$ cat src/rtl/fwd_pkg.sv
package fwd_pkg;

    // Operand source select encoding seen by the ALU operand muxes
    typedef enum logic [1:0] {
        FWD_NONE = 2'b00,   // value read in decode
        FWD_WB   = 2'b01,   // writeback-stage result
        FWD_MEM  = 2'b10    // memory-stage result (most recent)
    } fwd_sel_e;

    localparam int NUM_PRODUCERS = 2;

    // Priority resolution: nearer producer wins
    function automatic fwd_sel_e resolve(input logic near_hit, input logic far_hit);
        if (near_hit)
            return FWD_MEM;
        else if (far_hit)
            return FWD_WB;
        else
            return FWD_NONE;
    endfunction

endpackage

$ cat src/rtl/fwd_match.sv
module fwd_match #(
    parameter int REG_AW = 5
) (
    input  logic [REG_AW-1:0] src,
    input  logic [REG_AW-1:0] dst,
    input  logic              wr_en,
    output logic              hit
);
    localparam logic [REG_AW-1:0] ZERO_REG = '0;

    always_comb begin
        hit = wr_en && (dst != ZERO_REG) && (dst == src);
    end
endmodule

$ cat src/rtl/fwd_operand.sv
module fwd_operand
    import fwd_pkg::*;
#(
    parameter int REG_AW = 5
) (
    input  logic [REG_AW-1:0] src,
    input  logic [REG_AW-1:0] mem_dst,
    input  logic              mem_wr_en,
    input  logic [REG_AW-1:0] wb_dst,
    input  logic              wb_wr_en,
    output fwd_sel_e          sel
);
    logic [NUM_PRODUCERS-1:0]  hits;
    logic [REG_AW-1:0]         p_dst [NUM_PRODUCERS];
    logic [NUM_PRODUCERS-1:0]  p_en;

    // index 0 = memory stage (nearer), index 1 = writeback stage
    always_comb begin
        p_dst[0] = mem_dst;
        p_dst[1] = wb_dst;
        p_en[0]  = mem_wr_en;
        p_en[1]  = wb_wr_en;
    end

    for (genvar p = 0; p < NUM_PRODUCERS; p++) begin : g_prod
        fwd_match #(.REG_AW(REG_AW)) u_match (
            .src   (src),
            .dst   (p_dst[p]),
            .wr_en (p_en[p]),
            .hit   (hits[p])
        );
    end

    always_comb begin
        sel = resolve(hits[0], hits[1]);
    end
endmodule

$ cat src/rtl/fwd_unit.sv
module fwd_unit
    import fwd_pkg::*;
#(
    parameter int REG_AW = 5
) (
    input  logic [REG_AW-1:0] ex_src_a,
    input  logic [REG_AW-1:0] ex_src_b,
    input  logic              mem_wr_en,
    input  logic [REG_AW-1:0] mem_dst,
    input  logic              wb_wr_en,
    input  logic [REG_AW-1:0] wb_dst,
    output logic [1:0]        sel_a,
    output logic [1:0]        sel_b
);
    localparam int NUM_SRC = 2;

    logic [REG_AW-1:0] srcs [NUM_SRC];
    fwd_sel_e          sels [NUM_SRC];

    always_comb begin
        srcs[0] = ex_src_a;
        srcs[1] = ex_src_b;
    end

    for (genvar s = 0; s < NUM_SRC; s++) begin : g_src
        fwd_operand #(.REG_AW(REG_AW)) u_op (
            .src       (srcs[s]),
            .mem_dst   (mem_dst),
            .mem_wr_en (mem_wr_en),
            .wb_dst    (wb_dst),
            .wb_wr_en  (wb_wr_en),
            .sel       (sels[s])
        );
    end

    always_comb begin
        sel_a = sels[0];
        sel_b = sels[1];
    end
endmodule

$ cat config.mk
export PLATFORM = sky130hd
export DESIGN_NAME = fwd_unit
export DESIGN_NICKNAME = d
export VERILOG_FILES = /design/src/rtl/fwd_pkg.sv /design/src/rtl/fwd_match.sv /design/src/rtl/fwd_operand.sv /design/src/rtl/fwd_unit.sv
export SDC_FILE = /design/constraint.sdc
export NUM_CORES = 1
export LEC_CHECK = 0
export CAP_MARGIN = 20
export CORE_AREA = 2 2 39 41
export DETAILED_ROUTE_END_ITERATION = 10
export DIE_AREA = 0 0 41 43
export PLACE_DENSITY = 0.74
export SLEW_MARGIN = 20
export SYNTH_ARGS = -nofsm -noshare
export SYNTH_HDL_FRONTEND = slang
export SYNTH_HIERARCHICAL = 1
export SYNTH_SLANG_ARGS = --single-unit
$ cat constraint.sdc
create_clock -name vclk -period 1.8
set_input_delay 0.45 -clock vclk [all_inputs]
set_output_delay 0.45 -clock vclk [all_outputs]
set_load 0.01 [all_outputs]
==> results of run 1 <==
==> worst paths after layout <==
path | endpoint | cells after the start | startpoint | slack [ns]
worst max-delay path | sel_a[0] | 7 | mem_dst[3] | -0.07
worst min-delay path | sel_a[1] | 5 | ex_src_a[4] | 1.44
==> per-layer routing <==
layer / vias up / wire, um
li1: 216 / -
met1: 180 / 410
met2: 14 / 477
met3: 2 / 72
met4: 0 / 13
met5: - / 0
==> where the power goes <==
group | internal [uW] | leakage [uW] | total, uW | switching (uW)
sequential | 0 | 0 | 0 | 0
combinational | 68.0 | 0.000276 | 122 | 54.0
clock | 0 | 0 | 0 | 0
total | 68.0 | 0.000276 | 122 | 54.0
==> area by class of cell <==
cell class                 count  area, um2
timing repair buffer          32        259
multi-input combinational     42        362
fill                         138        743
tap                           16       20.0
==> cells in the final DEF (no fill, tap or decap), drive strengths merged <==
cell type,instances
dlygate4sd2,3
clkbuf,1
nor2b,2
or2,4
nand2,4
clkdlybuf4s50,1
xnor2,4
nor3,4
xor2,12
nor4,4
o21ai,4
buf,27
and4,4
==> per-stage QoR <==
stage	area, um2	total power [uW]	std cells	util, %	setup WS, ns
final	641	122	90	46.3	-0.0669
after global routing	641	134	90	46.3	-0.0999
after global placement	643	122	88	46.5	-0.845
after floorplan	348	41.5	44	-	0.212
after CTS	643	123	90	46.5	-0.0511
after detailed placement	643	124	88	46.5	-0.858
==> worst min-delay path: stages <==
cell and delay (ns):
buf_2 0.12, nand2_1 0.06, o21ai_1 0.06, and4_4 0.18, buf_6 0.11
==> repair_timing <==
action                                  4_1_cts  5_1_grt
gates resized for setup                     107        6
pin swaps                                    18        5
setup buffers                                 2        0
endpoints found under the setup margin        4        3
==> kinds of logic after synthesis <==
group           count (synthesis)
simple gates                   22
compound gates                  4
buf+inv                         2
xor+xnor                       16
==> out/metrics.yaml, run 1 <==
global_route.usage.met1_pct: 16.1
highest_achievable_clock_rate_mhz: 536
antennaDiodeCount: 0
detailedRoute.firstPassIterationCount: 4
drtAntennaViolNets: 0
die-height_um: 43
die_area_um2: 1760
mappedNetlistArea_um2: 348
sequential_cell_area_um2: 0
drt-total-wl_um: 974
area.growth.synth_to_final_pct: 84.2
final_min_period_over_clock_period_pct: 104
core_region_area_um2: 1380
critPathArrivalTime_ns: 1.42
worstPathCellList: "buf_8 > buf_4 > xor2_1 > nor3_1 > and4_4 > nor2b_4 > buf_6"
post_synth_xor_area_fraction_pct: 40.3
drt_iter0_drc: 4
synth_area_leader_cell: "xor2_1"
synth_top_area_share_pct: 30.2
setup_ws_ns: -0.0669
top_usage_layer: "met2"
layout-drive-gt1-share_pct: 47.3
post-dp-hpwl_um: 812
cp_slowest_cell: "and4_4"
final-setup-viol-count: 3
synth_simple_gate_area_share_pct: 49.6
nClkBuffers: 0
wire_per_inst_um: 10.8
timing.final.hold_violations: 0
p_leak_uw: 0.000276
synth_top_family_by_area: "simple AND/OR/NAND/NOR gates"
final_critical_period_ns: 1.87
synthesis.area_per_instance_um2: 7.91
grtUsageMet2_pct: 21.9
cell_types_occupying_the_most_area_after_synthesis: "xor2_1 30%, nor4_2 14%, and4_1 10%"
global_placer_s_final_weighted_congestion: 0.667
avgViaCountPerCell: 4.58
groute.layer.met3.usage_pct: 1.05
layout.sequential_cells: 0
critPathTopFamily: "simple AND/OR/NAND/NOR gates"
muxShareOfSynthArea_pct: 0
maximum_number_of_pins_on_one_net_before_global_route_repair: 5
status: "finished with violations"
finalMaxSlewViolations: 0
finish.net_count: 98
pin_count: 26
first_global_vias: 434
post-synth-top-count-cell: "xor2_1"
cap_viol_max_count: 0
grt_use_total_pct: 12.5
worst_path_largest_cell_delay_ns: 0.28
worstSetupStartpointType: "input pin"
rows: 14
path_class: "input pin to output port"
worst_slew_margin_rel_pct: 86.4
remaining_design_rule_violation_count: 0
route.vias.total: 412
synth_compound_area_share_pct: 5.76
grt_setup_unrepaired: "true"
fin_tns_setup_ns: -0.138
critPathRequiredTime_ns: 1.35
dieWidth_um: 41
crit_path_max_fanout: 4
slew_at_the_pin_closest_to_its_max_slew_limit_ns: 0.203
synthesis.nets: 66
synthCells: 44
holdWs_ns: 1.44
gr-total-overflow: 0
critical_path.n_buffers_inverters: 3
violations_in_the_final_reports: "negative setup slack"
wire_length_of_the_first_global_routing_pass_um: 1670
post_synth_fa_ha_maj_area_fraction_pct: 0
power_density_nw_per_um2: 190
cts-hold-fix-buffers: 0
initial_util_pct: 25.1
yosys.cell_types.count: 10
ir_drop_v: 0.0000915
antenna_found_initial: 0
yosysSeqAreaShare_pct: 0
placement.io_buffers: 26
hold_path.class: "input pin to output port"
setup.worst_path.end_class: "output port"
yosysWarnings: 6
No activity file was read; power rests on OpenSTA's default activity.
==> inputs of run 2 (changes only) <==
--- a/config.mk
+++ b/config.mk
@@ -9,9 +9,8 @@
 export CORE_AREA = 2 2 39 41
 export DETAILED_ROUTE_END_ITERATION = 10
 export DIE_AREA = 0 0 41 43
-export PLACE_DENSITY = 0.74
+export PLACE_DENSITY = 0.68
 export SLEW_MARGIN = 20
 export SYNTH_ARGS = -nofsm -noshare
 export SYNTH_HDL_FRONTEND = slang
-export SYNTH_HIERARCHICAL = 1
 export SYNTH_SLANG_ARGS = --single-unit
==> run 2 against run 1 <==
The flow still finishes with violations (negative setup slack). Area after synthesis decreased by 18%. Power is 35% higher. Critical path depth is the same. First-iteration DRC count fell by 100%. Via count decreased by 3.6%. Non-clock buffer count rose by 13. Cell area increased by 19%. Cell count is 5.6% higher. Combinational power grew 34%. Critical endpoint unchanged. Global-route usage shrank 0.26 points. Routed wire length down 3.3%. Sequential share of layout area did not move. Critical path type unchanged.
==> out/metrics.yaml, run 2 <==
status: "finished with violations"
violations_in_the_final_reports: "negative setup slack"
finalMaxSlewViolations: 0
placement.io_buffers: 26
mappedNetlistArea_um2: 285
remaining_design_rule_violation_count: 0
worstPathCellList: "buf_6 > or4_4 > o21ai_4 > buf_6 > nor4_4 > nor4_2 > buf_2"
wire_length_of_the_first_global_routing_pass_um: 1540
detailedRoute.firstPassIterationCount: 1
nClkBuffers: 0
drt-total-wl_um: 942
groute.layer.met3.usage_pct: 0.524
highest_achievable_clock_rate_mhz: 465
grtUsageMet2_pct: 23.8
route.vias.total: 397
pin_count: 26
grt_setup_unrepaired: "true"
placement.setup.worst_slack_ns: -1.12
avgViaCountPerCell: 4.18
mostFrequentLayoutCells: "18 x buf_4, 12 x xnor2_1, 12 x dlygate4sd2_1, 5 x buf_6, 4 x xnor2_2"
dpl_cell_area_um2: 686
layout-drive-gt1-share_pct: 57.0
synthCells: 36
wire_per_inst_um: 9.92
final-setup-viol-count: 4
layout.sequential_cells: 0
core_region_area_um2: 1380
die_area_um2: 1760
worstSetupStartpointType: "input pin"
global_placer_s_final_weighted_congestion: 0.691
antenna_found_initial: 0
top_usage_layer: "met2"
critical_path.n_buffers_inverters: 3
synth.cells.most_frequent: "16 x xnor2_1, 4 x xor2_1"
worst_slew_margin_rel_pct: 83.0
die-height_um: 43
power_density_nw_per_um2: 215
critPathRequiredTime_ns: 1.35
global_route.usage.met1_pct: 14.4
gr-total-overflow: 0
cp_slowest_cell: "or4_4"
crit_path_max_fanout: 2
layout.cells.most_common: "buf_4"
grt_use_total_pct: 12.2
min_delay_path_depth: 6
yosysWarnings: 0
synth_top_area_share_pct: 49.1
drtAntennaViolNets: 0
multi_input_area_um2: 378
critPathTopFamily: "simple AND/OR/NAND/NOR gates"
post_layout_instance_area_um2: 764
synthesis.nets: 58
timing.critical_path.depth: 7
final_critical_period_ns: 2.15
cell_types_occupying_the_most_area_after_synthesis: "xnor2_1 49%, xor2_1 12%, nor4_2 8.8%"
slew_at_the_pin_closest_to_its_max_slew_limit_ns: 0.254
rows: 14
post-synth-top-count-cell: "xnor2_1"
yosysSeqAreaShare_pct: 0
finish.net_count: 103
setup_ws_ns: -0.353
p_leak_uw: 0.000327
timing.final.hold_violations: 0
antennaDiodeCount: 0
layout.filler_cells: 138
initial_util_pct: 20.6
ir_drop_v: 0.000104
maximum_number_of_pins_on_one_net_before_global_route_repair: 4
final_min_period_over_clock_period_pct: 120
hold_path.class: "input pin to output port"
path_class: "input pin to output port"
synthesis.area_per_instance_um2: 7.92
worst_path_largest_cell_delay_ns: 0.54
cap_viol_max_count: 0
drt_iter0_drc: 0
first_global_vias: 388
dieWidth_um: 41
post-dp-hpwl_um: 829
area.growth.synth_to_final_pct: 168
setup.worst_path.end_class: "output port"
synth_area_leader_cell: "xnor2_1"
path_common_cell: "buf_6"
yosys.cell_types.count: 11
critPathArrivalTime_ns: 1.70
sequential_cell_area_um2: 0
-- run 2: cell count changes after synthesis, moves of 4 or more --
| cell | previous run | this run |
|---|---|---|
| nor3_1 | 4 | 0 |
| xor2_1 | 12 | 4 |
| or2_0 | 4 | 0 |
| xnor2_1 | 4 | 16 |
| and4_1 | 4 | 0 |
| o21ai_1 | 4 | 0 |
-- run 2: logic make-up (layout without fill, tap and decap cells) --
group,count (synthesis),count (layout),share of synthesized area (%)
AO/OA/AOI/OAI,1,1,3.07
XOR/XNOR,20,20,61.4
buffers and inverters,2,45,5.26
AND/OR/NAND/NOR,13,13,30.3
-- run 2: timing repair --
action,4_1_cts,5_1_grt
gates cloned,0,0
resized for setup,61,12
hold buffers,0,0
endpoints found under the hold margin,0,0
buffers inserted,1,1
setup endpoints to repair,4,4
pin swaps,14,6
-- run 2: layout make-up --
cell class	count	share of cell area (%)
multi-input cells	34	49.4
repair buffers	45	48.0
well taps	16	2.62
-- run 2: through the flow --
| step | cells | util, % | hold slack [ns] | power (uW) | TNS (ns) |
|---|---|---|---|---|---|
| 6_report | 95 | 55.2 | 1.43 | 164 | -1.22 |
| 5_1_grt | 95 | 55.2 | 1.48 | 178 | -1.42 |
| 4_1_cts | 95 | 53.0 | 1.50 | 156 | -1.44 |
| 3_5_place_dp | 94 | 49.5 | 1.92 | 148 | -4.16 |
| 3_3_place_gp | 94 | 49.5 | 1.92 | 147 | -4.07 |
| 2_1_floorplan | 36 | - | 1.01 | 48.9 | -0.299 |
-- run 2: routing by layer --
metal / wire, um / share of wire (%) / vias up
met1: 362 / 38 / 164
met5: 0 / 0 / -
met4: 0 / 0 / 0
li1: - / - / 212
met3: 90 / 9.6 / 0
met2: 489 / 52 / 21
-- run 2: final timing paths --
path	start	to	slack [ns]
worst max-delay path	mem_dst[1]	sel_a[0]	-0.35
worst min-delay path	ex_src_b[4]	sel_b[0]	1.43
-- run 2: power by group --
group	switching, uW	total [uW]	internal, uW
combinational	66.6	164	97.6
sequential	0	0	0
clock	0	0	0
total	66.6	164	97.6
==> inputs of run 3 (changes only) <==
--- a/config.mk
+++ b/config.mk
@@ -10,6 +10,7 @@
 export DETAILED_ROUTE_END_ITERATION = 10
 export DIE_AREA = 0 0 41 43
 export PLACE_DENSITY = 0.68
+export RECOVER_POWER = 25
 export SLEW_MARGIN = 20
 export SYNTH_ARGS = -nofsm -noshare
 export SYNTH_HDL_FRONTEND = slang
==> results of run 3 <==
The final DEF is identical to that of run 2; final timing and power are the same.
